`src/rtl/tmr_pkg.sv`:
```
package tmr_pkg;

  typedef enum logic [1:0] {
    REG_RELOAD = 2'd0,
    REG_COUNT  = 2'd1,
    REG_CTRL   = 2'd2,
    REG_CAPT   = 2'd3
  } chan_reg_e;

  typedef struct packed {
    logic      hit_outctl;
    logic      hit_start;
    logic      hit_chan;
    logic [1:0] chan;
    chan_reg_e rsel;
    logic      bad;
  } dec_s;

  localparam int CAP_CH      = 2;
  localparam int OUTCTL_OFS  = 0;
  localparam int START_OFS   = 4;
  localparam int FLAG_BIT    = 8;
  localparam int IE_BIT      = 5;
  localparam int CTRL_W      = 8;
  localparam logic [CTRL_W-1:0] CTRL_MASK_BASE = 8'h27;
  localparam logic [CTRL_W-1:0] CTRL_MASK_CAP  = 8'hE7;

  function automatic int chan_base(input int i);
    return 8 + 12 * i;
  endfunction

  function automatic int chan_nregs(input int i);
    return (i == CAP_CH) ? 4 : 3;
  endfunction

endpackage

```
`src/rtl/tmr_decode.sv`:
```
module tmr_decode
  import tmr_pkg::*;
#(
  parameter int AW         = 8,
  parameter int NUM_CH     = 3,
  parameter bit HAS_OUTCTL = 1'b1
) (
  input  logic [AW-1:0] addr,
  output dec_s          dec
);

  logic [AW-1:0] off;

  always_comb begin
    dec = '0;
    off = '0;
    if (addr[1:0] != 2'b00) begin
      dec.bad = 1'b1;
    end else if (addr == AW'(OUTCTL_OFS)) begin
      if (HAS_OUTCTL) dec.hit_outctl = 1'b1;
      else            dec.bad        = 1'b1;
    end else if (addr == AW'(START_OFS)) begin
      dec.hit_start = 1'b1;
    end else begin
      dec.bad = 1'b1;
      for (int i = 0; i < NUM_CH; i++) begin
        if (addr >= AW'(chan_base(i)) &&
            addr <  AW'(chan_base(i) + 4 * chan_nregs(i))) begin
          off          = addr - AW'(chan_base(i));
          dec.bad      = 1'b0;
          dec.hit_chan = 1'b1;
          dec.chan     = 2'(i);
          dec.rsel     = chan_reg_e'(off[3:2]);
        end
      end
    end
  end

endmodule

```
`src/rtl/tmr_presc.sv`:
```
module tmr_presc #(
  parameter int MAX_SEL = 4,
  parameter int SEL_W   = 3
) (
  input  logic             clk,
  input  logic             rst,
  input  logic             clr,
  input  logic             run,
  input  logic [SEL_W-1:0] sel,
  output logic             tick
);

  localparam int PW = 2 * (MAX_SEL + 1);

  logic [PW-1:0] pre_q;
  logic [PW-1:0] mask;
  logic          sel_ok;

  always_comb begin
    mask = '0;
    for (int k = 0; k <= MAX_SEL; k++) begin
      if (int'(sel) >= k) mask[2*k +: 2] = 2'b11;
    end
  end

  assign sel_ok = (int'(sel) <= MAX_SEL);
  assign tick   = run && sel_ok && ((pre_q & mask) == mask);

  always_ff @(posedge clk) begin
    if (rst || clr)  pre_q <= '0;
    else if (run)    pre_q <= pre_q + 1'b1;
  end

endmodule

```
`src/rtl/tmr_chan.sv`:
```
module tmr_chan
  import tmr_pkg::*;
#(
  parameter int DW      = 32,
  parameter bit HAS_CAP = 1'b0
) (
  input  logic          clk,
  input  logic          rst,
  input  logic          we,
  input  chan_reg_e     rsel,
  input  logic [DW-1:0] wdata,
  input  logic          run,
  output logic [DW-1:0] rval,
  output logic          irq,
  output logic [DW-1:0] cnt
);

  localparam logic [CTRL_W-1:0] CMASK = HAS_CAP ? CTRL_MASK_CAP : CTRL_MASK_BASE;

  logic [DW-1:0]     reload_q;
  logic [DW-1:0]     cnt_q;
  logic [CTRL_W-1:0] ctrl_q;
  logic              flag_q;
  logic              irq_q;
  logic [DW-1:0]     capt_v;
  logic              wr_reload, wr_cnt, wr_ctrl, wr_capt;
  logic              tick;
  logic              at_zero;

  assign wr_reload = we && (rsel == REG_RELOAD);
  assign wr_cnt    = we && (rsel == REG_COUNT);
  assign wr_ctrl   = we && (rsel == REG_CTRL);
  assign wr_capt   = we && (rsel == REG_CAPT);
  assign at_zero   = (cnt_q == '0);

  tmr_presc #(.MAX_SEL(4), .SEL_W(3)) u_presc (
    .clk  (clk),
    .rst  (rst),
    .clr  (wr_cnt || wr_ctrl),
    .run  (run),
    .sel  (ctrl_q[2:0]),
    .tick (tick)
  );

  always_ff @(posedge clk) begin
    if (rst) begin
      reload_q <= '1;
      cnt_q    <= '1;
      ctrl_q   <= '0;
      flag_q   <= 1'b0;
      irq_q    <= 1'b0;
    end else begin
      if (wr_reload) reload_q <= wdata;
      if (wr_cnt)            cnt_q <= wdata;
      else if (tick)         cnt_q <= at_zero ? reload_q : cnt_q - 1'b1;
      if (wr_ctrl) ctrl_q <= wdata[CTRL_W-1:0] & CMASK;
      if (tick && at_zero)                flag_q <= 1'b1;
      else if (wr_ctrl && !wdata[FLAG_BIT]) flag_q <= 1'b0;
      irq_q <= flag_q && ctrl_q[IE_BIT];
    end
  end

  generate
    if (HAS_CAP) begin : g_capt
      logic [DW-1:0] capt_q;
      always_ff @(posedge clk) begin
        if (rst)          capt_q <= '0;
        else if (wr_capt) capt_q <= wdata;
      end
      assign capt_v = capt_q;
    end else begin : g_no_capt
      logic unused_capt;
      assign unused_capt = wr_capt;
      assign capt_v = '0;
    end
  endgenerate

  always_comb begin
    unique case (rsel)
      REG_RELOAD: rval = reload_q;
      REG_COUNT:  rval = cnt_q;
      REG_CTRL:   rval = DW'({flag_q, ctrl_q});
      default:    rval = capt_v;
    endcase
  end

  assign irq = irq_q;
  assign cnt = cnt_q;

endmodule

```
`src/rtl/tmr_unit.sv`:
```
module tmr_unit
  import tmr_pkg::*;
#(
  parameter int AW         = 8,
  parameter int DW         = 32,
  parameter bit HAS_CH2    = 1'b1,
  parameter bit HAS_OUTCTL = 1'b1
) (
  input  logic          clk,
  input  logic          rst,
  input  logic          rd_en,
  input  logic          wr_en,
  input  logic [AW-1:0] addr,
  input  logic [DW-1:0] wdata,
  output logic [DW-1:0] rdata,
  output logic          err,
  output logic [2:0]    irq
);

  localparam int NUM_CH = HAS_CH2 ? 3 : 2;

  dec_s                 dec;
  logic [NUM_CH-1:0]    start_q;
  logic [NUM_CH-1:0]    irq_v;
  logic [DW-1:0]        rv [NUM_CH];
  logic [NUM_CH*DW-1:0] cnt_all;
  logic [DW-1:0]        rd_mux;
  logic                 outctl_v;
  logic                 bad_start;
  logic [DW-1:0]        rdata_q;
  logic                 err_q;

  tmr_decode #(.AW(AW), .NUM_CH(NUM_CH), .HAS_OUTCTL(HAS_OUTCTL)) u_dec (
    .addr (addr),
    .dec  (dec)
  );

  generate
    for (genvar i = 0; i < NUM_CH; i++) begin : g_ch
      tmr_chan #(.DW(DW), .HAS_CAP(i == CAP_CH)) u_chan (
        .clk   (clk),
        .rst   (rst),
        .we    (wr_en && dec.hit_chan && (dec.chan == 2'(i))),
        .rsel  (dec.rsel),
        .wdata (wdata),
        .run   (start_q[i]),
        .rval  (rv[i]),
        .irq   (irq_v[i]),
        .cnt   (cnt_all[i*DW +: DW])
      );
    end

    if (HAS_OUTCTL) begin : g_outctl
      logic outctl_q;
      always_ff @(posedge clk) begin
        if (rst)                         outctl_q <= 1'b0;
        else if (wr_en && dec.hit_outctl) outctl_q <= wdata[0];
      end
      assign outctl_v = outctl_q;
    end else begin : g_no_outctl
      assign outctl_v = 1'b0;
    end

    if (HAS_CH2) begin : g_start_ok
      assign bad_start = 1'b0;
    end else begin : g_start_chk
      assign bad_start = wr_en && dec.hit_start && wdata[CAP_CH];
    end
  endgenerate

  always_ff @(posedge clk) begin
    if (rst)                         start_q <= '0;
    else if (wr_en && dec.hit_start) start_q <= wdata[NUM_CH-1:0];
  end

  always_comb begin
    rd_mux = '0;
    if (dec.hit_start)       rd_mux = DW'(start_q);
    else if (dec.hit_outctl) rd_mux = DW'(outctl_v);
    else if (dec.hit_chan) begin
      for (int i = 0; i < NUM_CH; i++) begin
        if (dec.chan == 2'(i)) rd_mux = rv[i];
      end
    end
  end

  always_ff @(posedge clk) begin
    if (rst) begin
      rdata_q <= '0;
      err_q   <= 1'b0;
    end else begin
      rdata_q <= (rd_en && !dec.bad) ? rd_mux : '0;
      err_q   <= ((rd_en || wr_en) && dec.bad) || bad_start;
    end
  end

  assign rdata = rdata_q;
  assign err   = err_q;
  assign irq   = 3'(irq_v);

endmodule

```
`config.mk`:
```
export PLATFORM = sky130hd
export DESIGN_NAME = tmr_unit
export DESIGN_NICKNAME = d
export VERILOG_FILES = /design/src/rtl/tmr_pkg.sv /design/src/rtl/tmr_decode.sv /design/src/rtl/tmr_presc.sv /design/src/rtl/tmr_chan.sv /design/src/rtl/tmr_unit.sv
export SDC_FILE = /design/constraint.sdc
export NUM_CORES = 1
export LEC_CHECK = 0
export BUFFER_PORTS_ARGS = -buffer_cell sky130_fd_sc_hd__buf_2
export CAP_MARGIN = 40
export CORE_MARGIN = 2
export CORE_UTILIZATION = 60
export CTS_CLUSTER_SIZE = 10
export DETAILED_ROUTE_END_ITERATION = 12
export GPL_TIMING_DRIVEN = 0
export MAX_ROUTING_LAYER = met4
export PLACE_DENSITY = 0.78
export SETUP_SLACK_MARGIN = 0.5
export SLEW_MARGIN = 20
export SYNTH_ARGS = -nofsm -noshare
export SYNTH_HDL_FRONTEND = slang
export SYNTH_SLANG_ARGS = --single-unit
```
`constraint.sdc`:
```
create_clock -name clk -period 4 [get_ports clk]
set_input_delay 0.8 -clock clk [delete_from_list [all_inputs] [get_ports clk]]
set_output_delay 0.8 -clock clk [all_outputs]
set_load 0.005 [all_outputs]
```
==> flow_summary.json <==
{
  "netlist_top_cells_count": "nand2_1 (340), dfxtp_1 (311), a21oi_1 (214), nor2_1 (182), mux2i_1 (150)",
  "ir_drop_uv": 311.7,
  "path_buf_inv": 6,
  "dp_slack_ps": -428.6,
  "setup_viol": 0,
  "crit_fanout": 10,
  "n_antenna_cell": 0,
  "hpwl_mm": 50.06,
  "timing.final.ws_setup_ps": 505.3,
  "total_power_w": 0.006666,
  "cp-end-kind": "flip-flop",
  "criticalPathCategory": "primary input to flip-flop",
  "ant_nets": 0,
  "slew_violations": 0,
  "cts.sinks": 311,
  "hold_path.class": "flip-flop to flip-flop",
  "ys_seq_area_share_pct": 37.04,
  "place_congestion": 1.053,
  "ios": 80,
  "tightest_slew_ps": 992.2,
  "root_buffer": "clkbuf_16",
  "power_density_nw_per_um2": 350.1,
  "ys_async_sr_fraction_pct": 0,
  "status": "completed",
  "synthMostInstantiatedCell": "nand2_1",
  "cts_tree": "yes",
  "syn_inst": 2130,
  "cts_made_buffers": 38,
  "hold_viol": 0,
  "max_freq_mhz": 286.2,
  "slew_headroom_pct": 33.86,
  "stdcell_count": 2647,
  "syn2layout_area_growth_pct": 13.26,
  "grt_pass1_wl_mm": 101.3,
  "yosysTopAreaCellShare_pct": 37.04,
  "clk_pin_slew_ps": 60,
  "drc": 0,
  "critPathTopFamily": "buffers and inverters",
  "arrival_ps": 3860,
  "final.period_utilization_pct": 87.37,
  "cpPeakStageDelay_ps": 380,
  "fp.coreArea_sq_um": 27710,
  "clock_latency_ps": 540,
  "worst_path_max_delay_cell": "mux2i_1",
  "whs_ps": 457.8,
  "syn-cell-area_sq_um": 16810,
  "p_leak_nw": 6.915,
  "fin_nets": 2311,
  "rsz0062_at_grt": "false",
  "synth.area.top_cells": "dfxtp_1 (37%), mux2i_1 (8.9%), nand2_1 (7.6%)",
  "dr.pass1.iters": 6,
  "grt_pass1_vias": 16580,
  "drt-vias-per-instance": 6.837,
  "synth-main-ff-cell": "dfxtp_1",
  "crit_path_cell_trace": "buf_2 > inv_4 > ha_4 > or3b_1 > buf_2 > a21oi_4 > a211o_4 > and2_1 > buf_6 > buf_6 > buf_4 > mux2i_1 > o22a_1 > a21oi_1",
  "row_count": 61,
  "yosys_warnings": 0,
  "r2r_slack_ps": 750,
  "overflow": 0,
  "htreeDepth": 2,
  "critPathLaunchType": "primary input",
  "synth_edf_count": 0,
  "fp.dieH_microns": 171.4,
  "synthesis.nets": 2186,
  "drt_iter0_drc": 2748,
  "routed_wl_mm": 69.20,
  "die-width_microns": 171.4,
  "drv_cap": 0,
  "required_ps": 4370,
  "cts.path.max_buffers": 3,
  "grt_antenna_before_repair": 1,
  "dieArea_sq_um": 29370,
  "grt_max_degree": 12,
  "yosysTopAreaCell": "dfxtp_1",
  "dpl.cell_count": 2587,
  "synth_seq_cells": 311,
  "ctsHoldBuffers": 0,
  "num_vias": 18100,
  "io_buffers": 72,
  "start_util_pct": 60.67,
  "syn_area_per_cell_sq_um": 7.892,
  "fin_crit_ps": 3495,
  "track_usage_pct": 47.45,
  "drive_gt1_share_pct": 11.59,
  "wl_per_cell_microns": 26.14,
  "fin_skew_ps": 16.25,
  "ys_types": 89
}
## routing by layer
metal	GRT usage, %	up-vias	share of wire, %
li1	-	7936	-
met1	59.16	8470	37
met2	69.30	1349	42
met3	11.14	343	14
met4	29.85	0	7.2
met5	-	-	0
## tightest hold or removal path, cell delays in order, from the launching register on
cell,delay [ps]
dfxtp_1,310
nand2_1,50
a21oi_1,50
## flip-flops by register name, indices dropped and copies added (netlist names)
register	cells
g_ch.u_chan.flag_q	3
g_ch.u_chan.capt_v	32
start_q	3
g_ch.u_chan.reload_q	96
g_ch.u_chan.irq	3
g_ch.u_chan.cnt	96
g_ch.u_chan.u_presc.pre_q	30
err	1
g_outctl.outctl_q	1
rdata	32
g_ch.u_chan.ctrl_q	14
## cell type report
| class | instances | area (sq um) |
|---|---|---|
| Multi-Input combinational cell | 1619 | 9814 |
| Fill cell | 2375 | 8667 |
| Sequential cell | 311 | 6226 |
| Clock buffer | 53 | 1079 |
| Buffer | 170 | 843.3 |
| Timing Repair Buffer | 84 | 475.5 |
| Tap cell | 378 | 473.0 |
| Inverter | 31 | 118.9 |
| Clock inverter | 1 | 8.758 |
## cells by family (layout without fill, tap and decap cells)
family | Yosys count | after routing | share of synthesized area, %
buffers and inverters | 201 | 339 | 5.501
and+or+nand+nor | 814 | 815 | 22.27
adders and majority gates | 12 | 12 | 0.8932
AOI/OAI and AO/OA | 578 | 578 | 21.50
xor gates and xnor gates | 37 | 37 | 1.928
muxes | 177 | 177 | 10.87
DFF | 311 | 311 | 37.04
## per-stage QoR
step / util [%] / area, sq um / setup TNS [ps]
3_5_place_dp: 63.90 / 17700 / -25850
3_3_place_gp: 63.68 / 17640 / -33110
5_1_grt: 68.72 / 19040 / 0
4_1_cts: 68.33 / 18930 / 0
6_report: 68.72 / 19040 / 0
2_1_floorplan: - / 16810 / 0
## repair_timing
item,4_1_cts,5_1_grt
setup endpoints to repair,192,130
setup buffers,2,0
pin swaps,0,1
gates resized for setup,27,24
gates cloned,1,0
## power breakdown
group	internal, W	switching, W	leakage (nW)	total (W)
Sequential	0.00311	0.00000604	2.51	0.00311
Clock	0.00185	0.00134	0.532	0.00319
Combinational	0.0000905	0.000269	3.87	0.000360
Total	0.00505	0.00162	6.92	0.00667
## final timing paths
check,depth (start not counted),start,endpoint
max,14,addr[3],rdata[12]
min,2,g_ch[2].u_chan.capt_v[10],g_ch[2].u_chan.capt_v[10]
max reg2reg,9,g_ch[1].u_chan.cnt[8],g_ch[1].u_chan.cnt[19]
min reg2reg,2,g_ch[2].u_chan.capt_v[10],g_ch[2].u_chan.capt_v[10]
## cell usage in the layout, fill, tap and decap left out, types with 13 or more instances in the layout
| cell | n |
|---|---|
| nor3_1 | 38 |
| mux2_2 | 25 |
| o22a_1 | 26 |
| nand2_1 | 339 |
| nand4_1 | 21 |
| buf_2 | 100 |
| dfxtp_1 | 311 |
| clkbuf_1 | 113 |
| o2bb2ai_1 | 18 |
| a211oi_1 | 31 |
| o22ai_1 | 27 |
| nor4_1 | 35 |
| nand3_1 | 91 |
| and3_1 | 15 |
| a31oi_1 | 13 |
| inv_1 | 30 |
| xnor2_1 | 17 |
| or3_1 | 16 |
| mux2i_1 | 150 |
| buf_6 | 16 |
| a211o_1 | 19 |
| xor2_1 | 20 |
| a21oi_1 | 213 |
| clkbuf_16 | 39 |
| o21ai_0 | 128 |
| nor2_1 | 181 |
(Power assumes the default switching activity.)
